[src/rtl/iso_io_pkg.sv]
package iso_io_pkg;
  typedef enum logic [2:0] {
    A_OUT_LO  = 3'd0,
    A_IN_LO   = 3'd1,
    A_IRQ_CTL = 3'd2,
    A_FILT    = 3'd3,
    A_OUT_HI  = 3'd4,
    A_IN_HI   = 3'd5,
    A_STAT    = 3'd6,
    A_SPARE   = 3'd7
  } reg_addr_e;

  localparam int ST_LO   = 0;
  localparam int ST_HI   = 1;
  localparam int ST_PEND = 2;
endpackage

[src/rtl/iso_io_outlat.sv]
module iso_io_outlat #(
  parameter int BYTE_W = 8,
  parameter int NBANK  = 2,
  localparam int BSEL_W = (NBANK > 1) ? $clog2(NBANK) : 1
) (
  input  logic                      clk,
  input  logic                      rst,
  input  logic                      wr_en,
  input  logic [BSEL_W-1:0]         wr_bank,
  input  logic [BYTE_W-1:0]         wr_data,
  output logic [NBANK*BYTE_W-1:0]   lines_q
);
  genvar b;
  generate
    for (b = 0; b < NBANK; b++) begin : g_bank
      always_ff @(posedge clk) begin
        if (rst)
          lines_q[b*BYTE_W +: BYTE_W] <= '0;
        else if (wr_en && (wr_bank == BSEL_W'(b)))
          lines_q[b*BYTE_W +: BYTE_W] <= wr_data;
      end
    end
  endgenerate
endmodule

[src/rtl/iso_io_insync.sv]
module iso_io_insync #(
  parameter int WIDTH  = 16,
  parameter int STAGES = 2
) (
  input  logic             clk,
  input  logic             rst,
  input  logic [WIDTH-1:0] din,
  output logic [WIDTH-1:0] dsync,
  output logic [WIDTH-1:0] changed
);
  logic [WIDTH-1:0] stg [STAGES];
  logic [WIDTH-1:0] last_q;

  always_ff @(posedge clk) begin
    if (rst) stg[0] <= '0;
    else     stg[0] <= din;
  end

  genvar s;
  generate
    for (s = 1; s < STAGES; s++) begin : g_stage
      always_ff @(posedge clk) begin
        if (rst) stg[s] <= '0;
        else     stg[s] <= stg[s-1];
      end
    end
  endgenerate

  always_ff @(posedge clk) begin
    if (rst) last_q <= '0;
    else     last_q <= stg[STAGES-1];
  end

  // Either direction of transition counts as a change.
  assign dsync   = stg[STAGES-1];
  assign changed = stg[STAGES-1] ^ last_q;
endmodule

[src/rtl/iso_io_irq.sv]
module iso_io_irq #(
  parameter int BYTE_W = 8,
  parameter int NBANK  = 2,
  localparam int LINES = BYTE_W * NBANK
) (
  input  logic              clk,
  input  logic              rst,
  input  logic              en_set,
  input  logic              en_clr,
  input  logic              ack,
  input  logic [LINES-1:0]  changed,
  output logic [BYTE_W-1:0] status,
  output logic              irq_q
);
  import iso_io_pkg::*;

  logic en_q, lo_q, hi_q;
  logic any_lo, any_hi;

  assign any_lo = |changed[BYTE_W-1:0];
  assign any_hi = |changed[LINES-1:BYTE_W];

  always_ff @(posedge clk) begin
    if (rst) begin
      en_q  <= 1'b0;
      lo_q  <= 1'b0;
      hi_q  <= 1'b0;
      irq_q <= 1'b0;
    end else begin
      if (en_clr)      en_q <= 1'b0;
      else if (en_set) en_q <= 1'b1;

      // Clear wins over a change seen in the same cycle.
      if (ack) begin
        lo_q <= 1'b0;
        hi_q <= 1'b0;
      end else if (en_q) begin
        lo_q <= lo_q | any_lo;
        hi_q <= hi_q | any_hi;
      end

      irq_q <= (lo_q | hi_q) & en_q;
    end
  end

  always_comb begin
    status          = '0;
    status[ST_LO]   = lo_q;
    status[ST_HI]   = hi_q;
    status[ST_PEND] = lo_q | hi_q;
  end
endmodule

[src/rtl/isolated_io_regs.sv]
module isolated_io_regs #(
  parameter int BYTE_W      = 8,
  parameter int SYNC_STAGES = 2,
  localparam int NBANK = 2,
  localparam int LINES = BYTE_W * NBANK
) (
  input  logic              clk,
  input  logic              rst,
  input  logic [2:0]        bus_addr,
  input  logic              bus_rd,
  input  logic              bus_wr,
  input  logic [BYTE_W-1:0] bus_wdata,
  output logic [BYTE_W-1:0] bus_rdata,
  output logic              bus_rvalid,
  input  logic [LINES-1:0]  in_lines,
  output logic [LINES-1:0]  out_lines,
  output logic [LINES-1:0]  filter_en,
  output logic              irq_out
);
  import iso_io_pkg::*;

  reg_addr_e        addr;
  logic             rd_go, wr_go;
  logic             out_wr, out_bank;
  logic [LINES-1:0] in_sync, in_chg;
  logic [BYTE_W-1:0] stat_byte;
  logic             filt_q;

  assign addr  = reg_addr_e'(bus_addr);
  assign wr_go = bus_wr;
  assign rd_go = bus_rd & ~bus_wr;

  assign out_wr   = wr_go && (addr == A_OUT_LO || addr == A_OUT_HI);
  assign out_bank = (addr == A_OUT_HI);

  iso_io_outlat #(.BYTE_W(BYTE_W), .NBANK(NBANK)) u_outlat (
    .clk     (clk),
    .rst     (rst),
    .wr_en   (out_wr),
    .wr_bank (out_bank),
    .wr_data (bus_wdata),
    .lines_q (out_lines)
  );

  iso_io_insync #(.WIDTH(LINES), .STAGES(SYNC_STAGES)) u_insync (
    .clk     (clk),
    .rst     (rst),
    .din     (in_lines),
    .dsync   (in_sync),
    .changed (in_chg)
  );

  iso_io_irq #(.BYTE_W(BYTE_W), .NBANK(NBANK)) u_irq (
    .clk     (clk),
    .rst     (rst),
    .en_set  (rd_go && addr == A_IRQ_CTL),
    .en_clr  (wr_go && addr == A_IRQ_CTL),
    .ack     (wr_go && addr == A_IN_LO),
    .changed (in_chg),
    .status  (stat_byte),
    .irq_q   (irq_out)
  );

  always_ff @(posedge clk) begin
    if (rst)                            filt_q <= 1'b1;
    else if (wr_go && addr == A_FILT)   filt_q <= 1'b0;
    else if (rd_go && addr == A_FILT)   filt_q <= 1'b1;
  end

  assign filter_en = {LINES{filt_q}};

  always_ff @(posedge clk) begin
    if (rst) begin
      bus_rdata  <= '0;
      bus_rvalid <= 1'b0;
    end else begin
      bus_rvalid <= rd_go;
      if (rd_go) begin
        case (addr)
          A_OUT_LO: bus_rdata <= out_lines[BYTE_W-1:0];
          A_OUT_HI: bus_rdata <= out_lines[LINES-1:BYTE_W];
          A_IN_LO:  bus_rdata <= in_sync[BYTE_W-1:0];
          A_IN_HI:  bus_rdata <= in_sync[LINES-1:BYTE_W];
          A_STAT:   bus_rdata <= stat_byte;
          default:  bus_rdata <= '0;
        endcase
      end
    end
  end
endmodule

[config.mk]
export PLATFORM = sky130hd
export DESIGN_NAME = isolated_io_regs
export DESIGN_NICKNAME = d
export VERILOG_FILES = /design/src/rtl/iso_io_pkg.sv /design/src/rtl/iso_io_outlat.sv /design/src/rtl/iso_io_insync.sv /design/src/rtl/iso_io_irq.sv /design/src/rtl/isolated_io_regs.sv
export SDC_FILE = /design/constraint.sdc
export NUM_CORES = 1
export LEC_CHECK = 0
export BUFFER_PORTS_ARGS = -buffer_cell sky130_fd_sc_hd__buf_2
export CAP_MARGIN = 20
export CORE_ASPECT_RATIO = 1.4
export CORE_MARGIN = 5
export CORE_UTILIZATION = 40
export CTS_CLUSTER_DIAMETER = 200
export DETAILED_ROUTE_END_ITERATION = 8
export SETUP_SLACK_MARGIN = 0.02
export SYNTH_ARGS = -nofsm -noshare
export SYNTH_HDL_FRONTEND = slang
export SYNTH_SLANG_ARGS = --single-unit
[constraint.sdc]
create_clock -name clk -period 1.68 [get_ports clk]
set_clock_uncertainty 0.15 [all_clocks]
set_input_delay 0.336 -clock clk [delete_from_list [all_inputs] [get_ports clk]]
set_output_delay 0.336 -clock clk [all_outputs]
set_load 0.005 [all_outputs]
==> Yosys cells after proc, flatten, opt, wreduce, memory -nomap -nowiden <==
Memories as Yosys holds them, arrays and structs flattened.
Index checks and enable logic that the tools add are counted.
Widths: inputs -> output; s select.
{ "word_totals": {"reg_bits": 46, "mem_bits_rw": 32, "mem_count": 1} }
{ "memory_table": {"columns": ["memory", "depth", "word_bits", "rd", "rd_clocked_by_memory_dff", "wr", "line_no", "source"], "rows": [
  ["u_insync.stg", 2, 16, 2, 0, 2, "iso_io_insync.sv:11", "logic [WIDTH-1:0] stg [STAGES];"]
]} }
{ "classes": {"n_eq_ne": 6, "n_mux": 8, "n_bitwise": 10, "n_reduce_logical": 15} }
{ "op_table": {"columns": ["op", "count"], "rows": [
  ["$pmux 8 s5", 1],
  ["$mux 16", 2],
  ["$reduce_or 8->1", 2],
  ["$xor 16x16->16", 1],
  ["$eq 3x3->1 const B", 3],
  ["$logic_and 1x1->1", 8],
  ["$eq 3x2->1 const B", 2],
  ["$mux 1", 5],
  ["$or 1x1->1", 5],
  ["$reduce_or 2->1", 2],
  ["$eq 3x1->1 const B", 1],
  ["$logic_not 3->1", 1],
  ["$and 1x1->1", 2],
  ["$not 1->1", 2],
  ["$reduce_bool 2->1", 1],
  ["$logic_or 1x1->1", 1]
]} }

==> Depth between registers and ports, before layout <==
{ "depth": {"ltp_word": 5, "mapped_depth": 6, "mapped_depth_nobuf": 4} }

==> Hierarchy <==
From an unflattened synthesis, not the netlist that was laid out.
{ "unflattened": {"hier_cells": 309, "area_unflattened_um2": 3300.7} }
{ "modules_own_cells": {"columns": ["module", "instances", "cells_per_inst", "area_each_um2", "seq_area_each_um2"], "rows": [
  ["iso_io_insync", 1, 117, 1445.1, 960.9],
  ["isolated_io_regs", 1, 103, 937.1, 200.2],
  ["iso_io_outlat", 1, 64, 674.4, 320.3],
  ["iso_io_irq", 1, 25, 244.0, 80.1]
]} }

==> Worst setup path after synthesis <==
No wires, ideal clock.
{ "synth_path": {"kind": "input to register", "startpoint": "in bus_addr[2]", "endpoint": "reg bus_rdata[1]", "setup_ps": 122, "arrival_ps": 1332, "path_slack_ps": 76, "path_stages": 5, "cell_sequence": "buf_6 mux4_2 nor2b_4 a311oi_2 nor3_1"} }
{ "synth_between": {"elab_chain_cells": 2, "word_cells_on_any_way": 6, "cone_classes": "eq/ne (4); mux (1); reduce/logical (1)"} }
{ "synth_lines": {"columns": ["element", "line_no", "source"], "rows": [
  ["start, declared", "isolated_io_regs.sv:9", "input logic [2:0] bus_addr,"],
  ["$eq 3x3->1 (tied with other cells)", "isolated_io_regs.sv:79", "case (addr)"],
  ["$pmux 8 s5 (*)", "isolated_io_regs.sv:79", null],
  ["end signal, assigned", "isolated_io_regs.sv:80", "A_OUT_LO: bus_rdata <= out_lines[BYTE_W-1:0];"],
  ["end signal, assigned", "isolated_io_regs.sv:81", "A_OUT_HI: bus_rdata <= out_lines[LINES-1:BYTE_W];"],
  ["end signal, assigned", "isolated_io_regs.sv:82", "A_IN_LO: bus_rdata <= in_sync[BYTE_W-1:0];"],
  ["end, declared", "isolated_io_regs.sv:13", "output logic [BYTE_W-1:0] bus_rdata,"]
]} }
Every way passes the cells marked *; elsewhere a longest branch is shown, timed or not.
A chain may end at the register's enable or synchronous reset.

==> metrics.md <==
| Metric | Value |
|---|---|
| Post-synth EDFFs | 0 |
| Met2 usage | 22.2% |
| Yosys warnings | 0 |
| Placed Instances | 439 |
| Post-CTS setup buffer count | 0 |
| Largest net degree at the start of global routing | 40 |
| Via count | 2,077 |
| Die area | 9250 um^2 |
| Most Crowded Layer GR | met2 |
| Rows | 37 |
| Post-synth ARST share | 0% |
| Finished Layout Cells | 455 |
| Die Wd | 82.7 um |
| Clock root cell | clkbuf_8 |
| Grt met1 use | 17.1% |
| Maximum VDD drop | 0.000549 V |
| Final Max Tran Viols | 0 |
| Starting Density | 40.8% |
| TritonCTS Buffers | 9 |
| Worst Hold Class | input port to flip-flop |
| Clk sink count | 78 |
| Mapped Avg Cell Area | 10.3 um^2 |
| Crit-path max FO | 3 |
| GR met3 Demand/Resource | 3.07% |
| Register area share after synthesis | 52.7% |
| Minimum clock period after layout | 1.55 ns |
| Worst path cell trace | mux4_2 > nor2b_4 > a311oi_2 > nor3_1 |
| Mux cell area share after synthesis | 6.42% |
| Worst path required time | 1.75 ns |
| Power Density | 1000 nW/um^2 |
| Leading cell type in the layout, fill and taps excluded | dfxtp_1 |
| Average wire per standard cell | 13.4 um |
| Most frequent cells in the layout | 77 x dfxtp_1, 72 x buf_2, 51 x nor2b_1 |
| Final period util | 92.1% |
| FMAX | 647 MHz |
| Largest family of logic cells by synthesized area | simple AND/OR/NAND/NOR gates |
| Setup TNS | 0 ns |
| Slew headroom | 75.8% |
| Total Routing Usage GR | 14.2% |
| Drt first-iter violations | 79 |
| Share of layout cells above drive strength 1 | 29.9% |
| Critical Path AT | 1.62 ns |
| Post-Synth Simple-Gate Area | 20.8% |
| Global-route wire length before repair | 9800 um |
| Clock buffer depth | 2 |
| WP buf/inv | 0 |
| Drt drc | 0 |
| P_leak | 1.45 nW |
| WL final | 6080 um |
| Syn nets | 320 |
| Vias in the first global route | 1,998 |
| Via-per-instance ratio | 4.56 |
| Drt first pass iters | 4 |
| Total power | 3.53 mW |
| Crit-path slowest cell | mux4_2 |
| Ys flop type | dfxtp_1 |
| Number of distinct library cells after synthesis | 34 |
| Initial antenna violation count | 0 |
| Worst Tran Pin Value | 0.363 ns |
| Syn Std Cell Area | 2960 um^2 |
| Post-cts sizing count | 0 |
| Clock-pin slew of the registers on the worst-case setup and hold paths | 0.09 ns |
| Final setup fails | 0 |
| Adder-cell share of the synthesized area | 0% |
| Crit. End Element | flip-flop |
| Top Ports | 73 |
| Mapped Cells | 289 |
| Placed inst area | 3340 um^2 |
| Xor/xnor cell area share of the yosys netlist | 4.73% |
| Yosys reg bits | 78 |
| Unrepaired setup endpoints after global routing | false |
| Outcome | complete, no violations |
| CORE AREA | 7270 um^2 |
| Area delta synth->final | 19.0% |
| Post-detail-place hpwl | 4630 um |
| Critical path type | flip-flop to flip-flop |
| CP Launch Type | flip-flop |
| Nets | 384 |
| Final hold vios | 0 |
| CTS tree | built |
| IO Port Bufs | 72 |
| Worst-Skew Late Latency | 0.35 ns |
| Fin area | 3530 um^2 |
| Family with the most delay on the worst path | multiplexers |
| MaxCap Viol Count | 0 |
| GR Overflow Total | 0 |
| Die Height | 112 um |
| H-Tree Depth | 3 |
| Antenna viol nets, final | 0 |
| Post-synthesis compound-gate area fraction | 7.85% |
| Hold Buf Count CTS | 0 |
| Crit path largest cell delay | 0.47 ns |
| N_diodes | 0 |
| Routability cong. | 0.811 |
through the flow:
stage	util [%]	hold WS, ns	worst slack, ns
2_1_floorplan	-	0.264	0.0762
3_3_place_gp	45.9	0.268	0.0140
6_report	48.5	0.0396	0.134
5_1_grt	48.5	0.0298	0.0913
4_1_cts	48.5	0.0221	0.0850
3_5_place_dp	45.9	0.270	-0.0134
area by class of cell:
| class | instances | area [um^2] |
|---|---|---|
| clock inverters | 6 | 51.3 |
| clock buffers | 10 | 138 |
| fillers | 697 | 3740 |
| inverters | 2 | 7.51 |
| flip-flops and latches | 78 | 1560 |
| repair buffers | 83 | 468 |
| multi-input cells | 179 | 1180 |
| well taps | 97 | 121 |
report_power, final:
group	switching (mW)	internal, mW	leakage, nW
sequential	0.0400	1.91	0.637
clock	0.710	0.597	0.0939
combinational	0.127	0.144	0.718
cells by family after synthesis:
group                     Yosys count
and+or+nand+nor                   116
DFF                                78
AOI/OAI and AO/OA                  37
buffers and inverters              32
xor gates and xnor gates           16
muxes                              10
sequential cells by signal (all words and copies together) (netlist names):
register,cells
u_irq.hi_q,1
bus_rvalid,1
u_irq.en_q,1
u_irq.irq_q,1
u_irq.lo_q,1
u_insync.last_q,16
bus_rdata,8
filt_q,1
u_outlat.lines_q,16
u_insync.stg,32
final timing paths:
| check | to | slack (ns) | cells past startpoint | startpoint |
|---|---|---|---|---|
| setup / recovery | bus_rdata[1]$_SDFFE_PP0P_ | 0.13 | 4 | u_insync.stg[1][9]$_SDFF_PP0_ |
| hold / removal | u_insync.stg[0][6]$_SDFF_PP0_ | 0.04 | 2 | in_lines[6] |
| setup reg to reg | bus_rdata[1]$_SDFFE_PP0P_ | 0.13 | 4 | u_insync.stg[1][9]$_SDFF_PP0_ |
| hold reg to reg | u_insync.stg[1][8]$_SDFF_PP0_ | 0.29 | 1 | u_insync.stg[0][8]$_SDFF_PP0_ |
synth_stat cells, drive strengths merged (2+ instances only):
library cell  count  area (um^2)
o21ai             4         20.0
nand2b            4         25.0
nor2             12         45.0
nand4             4         25.0
mux2i             4         40.0
a22oi             5         37.5
buf              22          175
inv               2         7.51
a211oi            2         15.0
nand2            37          139
a21oi            18         90.1
xnor2            16          140
nor2b            52          333
clkbuf            8         40.0
mux4              6          150
a31oi             2         12.5
nor3              3         20.0
dfxtp            78         1560
layer usage:
layer / up-vias / part of all wire [%] / wire [um]
met5: - / 0 / 0
li1: 1068 / - / -
met3: 14 / 8.0 / 485
met1: 917 / 41 / 2480
met2: 78 / 47 / 2890
met4: 0 / 3.8 / 231
Note: power is estimated with default switching activity, not from simulation.
